**src/rtl/psv_pkg.sv**
```systemverilog
package psv_pkg;

   // Width of the rate code; the slowest ratio is 2**(2**PSV_SEL_W).
   localparam int unsigned PSV_SEL_W = 2;
   // Counter width that covers the slowest ratio minus one.
   localparam int unsigned PSV_CNT_W = 1 << PSV_SEL_W;

   typedef logic [PSV_SEL_W-1:0] psv_sel_t;
   typedef logic [PSV_CNT_W-1:0] psv_cnt_t;

   typedef struct packed {
      logic     en;
      psv_sel_t sel;
   } psv_ctrl_t;

   // Last phase value in a slow period: code c>0 gives ratio 2**(c+1).
   function automatic psv_cnt_t psv_last_phase(psv_sel_t sel);
      logic [31:0] ratio;
      ratio = 32'd1 << (32'(sel) + 32'd1);
      return psv_cnt_t'(ratio - 32'd1);
   endfunction

endpackage

```
**src/rtl/psv_bus_decode.sv**
```systemverilog
module psv_bus_decode
   import psv_pkg::*;
#(
   parameter int unsigned           ADDR_W   = 8,
   parameter int unsigned           DATA_W   = 16,
   parameter int unsigned           EN_POS   = 15,
   parameter logic [ADDR_W-1:0]     REG_ADDR = 'hF0
) (
   input  logic              clk,
   input  logic              rst_n,
   input  logic [ADDR_W-1:0] bus_addr,
   input  logic              bus_wr,
   input  logic              bus_rd,
   input  logic [DATA_W-1:0] bus_wdata,
   input  psv_ctrl_t         ctrl_q,
   output logic              wr_hit,
   output psv_ctrl_t         ctrl_wr,
   output logic [DATA_W-1:0] bus_rdata
);

   logic              addr_hit;
   logic [DATA_W-1:0] rd_word;
   logic              wdata_unused;

   initial begin
      assert (EN_POS < DATA_W) else $error("enable bit outside data word");
      assert (EN_POS > PSV_SEL_W) else $error("enable bit overlaps rate code");
   end

   assign addr_hit = (bus_addr == REG_ADDR);
   assign wr_hit   = bus_wr && addr_hit;

   assign ctrl_wr.en  = bus_wdata[EN_POS];
   assign ctrl_wr.sel = bus_wdata[PSV_SEL_W-1:0];

   // Reserved bits of the write word are dropped.
   generate
      if (EN_POS + 1 < DATA_W) begin : g_hi_rsv
         assign wdata_unused = ^{bus_wdata[DATA_W-1:EN_POS+1],
                                 bus_wdata[EN_POS-1:PSV_SEL_W]};
      end else begin : g_no_hi_rsv
         assign wdata_unused = ^bus_wdata[EN_POS-1:PSV_SEL_W];
      end
   endgenerate

   // Build the read word bit by bit; reserved positions tie to zero.
   generate
      for (genvar b = 0; b < DATA_W; b++) begin : g_rd
         if (b == EN_POS) begin : g_en
            assign rd_word[b] = ctrl_q.en;
         end else if (b < PSV_SEL_W) begin : g_sel
            assign rd_word[b] = ctrl_q.sel[b];
         end else begin : g_rsv
            assign rd_word[b] = 1'b0;
         end
      end
   endgenerate

   assign bus_rdata = (bus_rd && addr_hit) ? rd_word : '0;


   rdata_idle_zero_chk: assert property (@(posedge clk) disable iff (!rst_n)
      !(bus_rd && addr_hit) |-> (bus_rdata == '0));


   rsv_read_zero_chk: assert property (@(posedge clk) disable iff (!rst_n)
      bus_rdata[EN_POS-1:PSV_SEL_W] == '0);

endmodule

```
**src/rtl/psv_ctrl_reg.sv**
```systemverilog
module psv_ctrl_reg
   import psv_pkg::*;
(
   input  logic      clk,
   input  logic      rst_n,
   input  logic      wr_hit,
   input  psv_ctrl_t ctrl_wr,
   output psv_ctrl_t ctrl_q,
   output logic      restart
);

   always_ff @(posedge clk or negedge rst_n) begin
      if (!rst_n) begin
         ctrl_q <= '0;
      end else if (wr_hit) begin
         ctrl_q <= ctrl_wr;
      end
   end

   // Only a change of the stored fields realigns the slow cadence.
   assign restart = wr_hit && (ctrl_wr != ctrl_q);


   ctrl_hold_chk: assert property (@(posedge clk) disable iff (!rst_n)
      !wr_hit |=> $stable(ctrl_q));

endmodule

```
**src/rtl/psv_pulse_gen.sv**
```systemverilog
module psv_pulse_gen
   import psv_pkg::*;
(
   input  logic      clk,
   input  logic      rst_n,
   input  psv_ctrl_t ctrl_q,
   input  logic      restart,
   output logic      clk_en_o
);

   psv_cnt_t phase_q;
   psv_cnt_t last_w;
   logic     bypass;
   logic     at_last;

   assign last_w  = psv_last_phase(ctrl_q.sel);
   assign bypass  = !ctrl_q.en || (ctrl_q.sel == '0);
   assign at_last = (phase_q == last_w);

   always_ff @(posedge clk or negedge rst_n) begin
      if (!rst_n) begin
         phase_q <= '0;
      end else if (restart || bypass || at_last) begin
         phase_q <= '0;
      end else begin
         phase_q <= phase_q + psv_cnt_t'(1);
      end
   end

   assign clk_en_o = bypass || at_last;


   slow_gap_chk: assert property (@(posedge clk) disable iff (!rst_n)
      (clk_en_o && !bypass && !restart) |=> !clk_en_o);


   restart_gap_chk: assert property (@(posedge clk) disable iff (!rst_n)
      restart |=> (bypass || !clk_en_o));


   div1_full_chk: assert property (@(posedge clk) disable iff (!rst_n)
      (ctrl_q.en && ctrl_q.sel == '0) |-> clk_en_o);

endmodule

```
**src/rtl/psave_clk_divider.sv**
```systemverilog
module psave_clk_divider
   import psv_pkg::*;
#(
   parameter int unsigned       ADDR_W   = 8,
   parameter int unsigned       DATA_W   = 16,
   parameter int unsigned       EN_POS   = 15,
   parameter logic [ADDR_W-1:0] REG_ADDR = 'hF0
) (
   input  logic              clk,
   input  logic              rst_n,
   input  logic [ADDR_W-1:0] bus_addr,
   input  logic              bus_wr,
   input  logic              bus_rd,
   input  logic [DATA_W-1:0] bus_wdata,
   output logic [DATA_W-1:0] bus_rdata,
   output logic              clk_en_o
);

   psv_ctrl_t ctrl_q;
   psv_ctrl_t ctrl_wr;
   logic      wr_hit;
   logic      restart;

   psv_bus_decode #(
      .ADDR_W   (ADDR_W),
      .DATA_W   (DATA_W),
      .EN_POS   (EN_POS),
      .REG_ADDR (REG_ADDR)
   ) i_decode (
      .clk       (clk),
      .rst_n     (rst_n),
      .bus_addr  (bus_addr),
      .bus_wr    (bus_wr),
      .bus_rd    (bus_rd),
      .bus_wdata (bus_wdata),
      .ctrl_q    (ctrl_q),
      .wr_hit    (wr_hit),
      .ctrl_wr   (ctrl_wr),
      .bus_rdata (bus_rdata)
   );

   psv_ctrl_reg i_ctrl (
      .clk     (clk),
      .rst_n   (rst_n),
      .wr_hit  (wr_hit),
      .ctrl_wr (ctrl_wr),
      .ctrl_q  (ctrl_q),
      .restart (restart)
   );

   psv_pulse_gen i_pulse (
      .clk      (clk),
      .rst_n    (rst_n),
      .ctrl_q   (ctrl_q),
      .restart  (restart),
      .clk_en_o (clk_en_o)
   );


   disabled_full_chk: assert property (@(posedge clk) disable iff (!rst_n)
      !ctrl_q.en |-> clk_en_o);


   disable_now_chk: assert property (@(posedge clk) disable iff (!rst_n)
      (wr_hit && !ctrl_wr.en) |=> clk_en_o);

endmodule

```
**config.mk**
```make
export PLATFORM = sky130hd
export DESIGN_NAME = psave_clk_divider
export DESIGN_NICKNAME = d
export VERILOG_FILES = /design/src/rtl/psv_pkg.sv /design/src/rtl/psv_bus_decode.sv /design/src/rtl/psv_ctrl_reg.sv /design/src/rtl/psv_pulse_gen.sv /design/src/rtl/psave_clk_divider.sv
export SDC_FILE = /design/constraint.sdc
export NUM_CORES = 1
export LEC_CHECK = 0
export ABC_AREA = 0
export CAP_MARGIN = 10
export CORE_MARGIN = 3
export CORE_UTILIZATION = 30
export CTS_CLUSTER_SIZE = 14
export DETAILED_ROUTE_END_ITERATION = 10
export DONT_BUFFER_PORTS = 1
export PLACE_DENSITY_LB_ADDON = 0.2
export SLEW_MARGIN = 20
export SYNTH_ARGS = -nofsm -noshare
export SYNTH_HDL_FRONTEND = slang
export SYNTH_SLANG_ARGS = --single-unit
export TNS_END_PERCENT = 20
```
**constraint.sdc**
```tcl
create_clock -name clk -period 1.34 [get_ports clk]
set_input_delay 0.268 -clock clk [delete_from_list [all_inputs] [get_ports clk]]
set_output_delay 0.268 -clock clk [all_outputs]
set_load 0.005 [all_outputs]
```
=== After elaboration in Yosys (flattened, before gate mapping) ===
Index checks and enable logic that the tools add are counted.

* Memories kept: 0
* Bits in read-only memories: 0
* Memory bits (writable): 0
* Register bits after elaboration: 7
* Latch bits: 0

* Bitwise gates (word level): 0
* Divide/modulo/power cells: 0
* Magnitude comparators: 0
* Multiplexer cells: 2
* Eq/ne operators: 3
* $add $sub $neg: 3
* $mul: 0
* Shift-type cells: 1
* Reduce and logical (&&, ||, !) cells: 9

{| class="wikitable"
|+ Operators with widths
! operator !! count
|-
| $shl A1 B32 Y4 const A || 1
|-
| $mux W16 || 1
|-
| $eq A8 B8 Y1 const B || 1
|-
| $add A4 B1 Y4 const B || 1
|-
| $eq A4 B4 Y1 || 1
|-
| $logic_or A1 B1 Y1 || 4
|-
| $mux W4 || 1
|-
| $sub A4 B1 Y4 const B || 1
|-
| $add A2 B1 Y3 const B || 1
|-
| $logic_and A1 B1 Y1 || 3
|-
| $ne A3 B3 Y1 || 1
|-
| $logic_not A2 Y1 || 1
|-
| $logic_not A1 Y1 || 1
|}

=== Depth between registers and ports, before layout ===
* Depth in word-level cells: 6
* Depth in mapped cells: 4

=== Hierarchy ===
A second synthesis with hierarchy kept.

* Cell total of the unflattened synthesis: 58
* Area, all modules: 570.5 sq um

{| class="wikitable"
|+ Modules (own cells, without submodules)
! module !! sequential area each (sq um) !! area each (sq um) !! cells each !! times used
|-
| psv_pulse_gen || 100.1 || 245.2 || 21 || 1
|-
| psv_bus_decode || 0.0 || 181.4 || 27 || 1
|-
| psv_ctrl_reg || 75.1 || 143.9 || 10 || 1
|}

=== Least setup slack after synthesis ===
No wires, ideal clock.

* Path type: input -> register
* From: input port bus_addr[0]
* To: register i_ctrl.ctrl_q[0] (netlist name)
* Arrival: 1336 ps
* Path slack: -121 ps
* Cell stages on the path: 3
* Path through: nand4bb_1 or4_4 mux2_4

* Word-level cells in the longest chain between the ends: 2

{| class="wikitable"
|+ RTL lines
! element !! line !! source
|-
| start: declaration || psave_clk_divider.sv:11 || <nowiki>input logic [ADDR_W-1:0] bus_addr,</nowiki>
|-
| $eq A8 B8 Y1 || psv_bus_decode.sv:30 || <nowiki>assign addr_hit = (bus_addr == REG_ADDR);</nowiki>
|-
| $logic_and A1 B1 Y1 || psv_bus_decode.sv:31 || <nowiki>assign wr_hit = bus_wr && addr_hit;</nowiki>
|}

No other way between the ends.
A chain may end at the register's enable or synchronous reset.

=== Worst setup path after layout ===
* From: register i_pulse.phase_q[2]
* To: output port clk_en_o

* Word-level cells in the longest chain between the ends: 2

{| class="wikitable"
|+ RTL lines
! element !! line !! source
|-
| start: declaration || psv_pulse_gen.sv:11 || <nowiki>psv_cnt_t phase_q;</nowiki>
|-
| start signal: assignment || psv_pulse_gen.sv:26 || <nowiki>phase_q <= phase_q + psv_cnt_t'(1);</nowiki>
|-
| $eq A4 B4 Y1 || psv_pulse_gen.sv:18 || <nowiki>assign at_last = (phase_q == last_w);</nowiki>
|-
| $logic_or A1 B1 Y1 || psv_pulse_gen.sv:30 || <nowiki>assign clk_en_o = bypass || at_last;</nowiki>
|-
| end: declaration || psave_clk_divider.sv:16 || <nowiki>output logic clk_en_o</nowiki>
|}

No other way between the ends.

==> impl_results.md <==
- First DRT Iteration DRCs: 2
- Antenna diodes: 0
- Row cnt: 14
- Initial antenna violation count: 0
- Synth area leader: dfrtp_1
- Setup_tns: -246 ps
- Worst Hold End: i_ctrl.ctrl_q[1]
- Synth Area in Simple Gates: 0.186
- VDD IR-drop max: 0.000388 V
- TritonCTS clock tree: built
- Multiplexer share of the synthesized area: 0.0859
- Util after Layout: 0.384
- Max-Cap Viols: 0
- Total power per unit cell area: 769 nW/um^2
- PortBufs: 0
- Starting Density: 0.333
- Vias: 374
- Slew Limit Fails: 0
- Main combinational cell family by area after synthesis: buffers and inverters
- Final period util: 1.18
- FF+latch count, synth: 7
- DP HPWL: 789 microns
- Critical path arrival: 1310 ps
- CP Max Fanout: 5
- Status: complete, but fails checks
- Worst reg-to-reg path cell count: 4
- Worst hold margin: 158 ps
- Clk_skew: 2.61 ps
- Most frequent cells in the layout: 13 x conb_1, 8 x buf_4, 7 x dfrtp_1
- Setup-failing EPs final: 3
- Hold Path Class: in2reg
- Cells after Synth: 50
- Yosys warns: 0
- GPL Wtd Cong: 0.754
- Worst path max stage delay: 410 ps
- Final net count: 92
- Area growth, synth to finish: 15.5%
- RR Startpoint: i_pulse.phase_q[3]
- Mapped cell area: 524 sq um
- GR Overflow Total: 0
- Worst setup margin: -243 ps
- Routed wire length: 915 microns
- Largest net degree at the start of global routing: 8
- Pre-Repair DR Iteration Count: 2
- TritonCTS Sinks: 7
- Hold Path Origin: bus_wdata[1]
- Unrepaired setup endpoints after global routing: yes
- Crit end category: primary output
- Syn Area/Cell: 10.5 sq um
- Commonest non-fill, non-tap cell in the layout: conb_1
- Final hold vios: 0
- CP max stage cell: o211ai_1
- Worst-path clk slew: 50 ps
- Core ar.: 1580 sq um
- Die extent in x: 47.8 microns
- Vias/cell: 4.79
- Drt wl/cell: 11.7 microns
- ANT nets after route: 0
- CTS buffer count: 3
- Die height: 47.8 microns
- Hold depth: 1
- Synth top area share: 0.334
- F_max: 0.632 GHz
- Layout cells sized above 1: 0.323
- Worst path cell trace: nand3_2 > o21a_1 > o211ai_1
- Layout fillers: 166
- Vias in the first global route: 390
- R2r endpoint: i_pulse.phase_q[1]
- H-tree depth: 1
- Startpoint Class: flop
- Leakage: 0.297 nW
- First-pass GRT wire length: 1530 microns
- CP required: 1070 ps
- Failing checks: setup timing
- Total die area: 2290 sq um
- Final critical-path required period: 1580 ps
- Compound-Gate Fraction of Synth Area: 0.0835
- Yosys cell types: 20
- GRT Util Overall: 0.102
- Crit path kind: reg2out
- Clock buffer depth: 2
- Latest clock arrival within the worst-skew pair: 250 ps
- Seq/Total Area, Yosys: 0.334
- Ranking of synthesized cells by area: dfrtp_1 33%, buf_4 19%, mux2_4 8.6%
- Synth Area in Adders: 0.0239
- Synth Area in XOR/XNOR: 0.0835
- CTS Root Cell: clkbuf_4
- Reg2Reg Setup Slack: 0 ps
- I/O Pins: 45
- DRC Markers: 0
## worst max-delay path by stage
stage                             from                 end  cells past startpoint
floorplan                  bus_addr[0]    i_ctrl.ctrl_q[0]                      3
global placement           bus_addr[0]  i_pulse.phase_q[1]                      4
detailed placement         bus_addr[0]  i_pulse.phase_q[3]                      4
CTS                 i_pulse.phase_q[2]            clk_en_o                      3
global route        i_pulse.phase_q[2]            clk_en_o                      3
finish              i_pulse.phase_q[2]            clk_en_o                      3
## cell usage after synthesis
cell type   instances
xor2_1              1
a31oi_4             1
nand3_1             1
nor3b_1             1
o211ai_1            2
or2_1               1
clkinvlp_2          1
o21a_1              1
and4_1              1
and3_1              3
nor3_1              5
nand4bb_1           1
buf_4              13
ha_1                1
xnor2_1             4
dfrtp_1             7
nand2_1             1
conb_1              1
mux2_4              3
or4_4               1
## layer usage
| metal | global-route usage | part of all wire | vias up |
|---|---|---|---|
| met5 | 0 | 0 | - |
| met4 | 0.0484 | 0.013 | 0 |
| met3 | 0.0714 | 0.18 | 2 |
| met2 | 0.150 | 0.46 | 29 |
| met1 | 0.110 | 0.35 | 169 |
| li1 | - | - | 174 |
## stage by stage
stage | std cells | instance area [sq um] | setup slack (ps) | total power, mW
4_1_cts | 78 | 599 | -279 | 0.473
3_5_place_dp | 72 | 544 | -157 | 0.269
5_1_grt | 78 | 606 | -351 | 0.505
2_1_floorplan | 62 | 569 | -121 | 0.286
3_3_place_gp | 72 | 544 | -165 | 0.268
6_report | 78 | 606 | -243 | 0.466
## area by class of cell
cell class              instances  area (sq um)  area share
flip-flops and latches          7           175       0.289
clock inverters                 1          5.00     0.00826
multi-input cells              41           308       0.508
clock buffers                   3          22.5      0.0372
inverters                       1          5.00     0.00826
well taps                      16          20.0      0.0331
repair buffers                  9          70.1       0.116
## kinds of logic after synthesis
logic type,after synthesis
fa+ha+maj,1
buf+inv,14
other cells,1
compound gates,4
simple gates,15
mux,3
flops,7
xor+xnor,5
## power breakdown
group	internal, mW	leakage, nW	total, mW	switching (mW)
sequential	0.216	0.0973	0.220	0.00428
clock	0.109	0.0177	0.192	0.0825
combinational	0.0236	0.182	0.0535	0.0299
total	0.349	0.297	0.466	0.117
## timing repair
action,CTS,global route
gates resized for setup,2,1
pin swaps,3,1
buffers inserted,1,0
endpoints found under the setup margin,6,8
hold buffers,1,0
endpoints found under the hold margin,7,0
## worst max-delay path, delay by kind of cell, from the launching register on
kind | cells | cell delay (ps)
AO/OA/AOI/OAI | 2 | 580
flip-flops | 1 | 400
AND/OR/NAND/NOR | 1 | 90
## state kept, by name, summed over array words and instances (netlist names)
signal and flops:
i_ctrl.ctrl_q 3, i_pulse.phase_q 4
(Power assumes the default switching activity.)
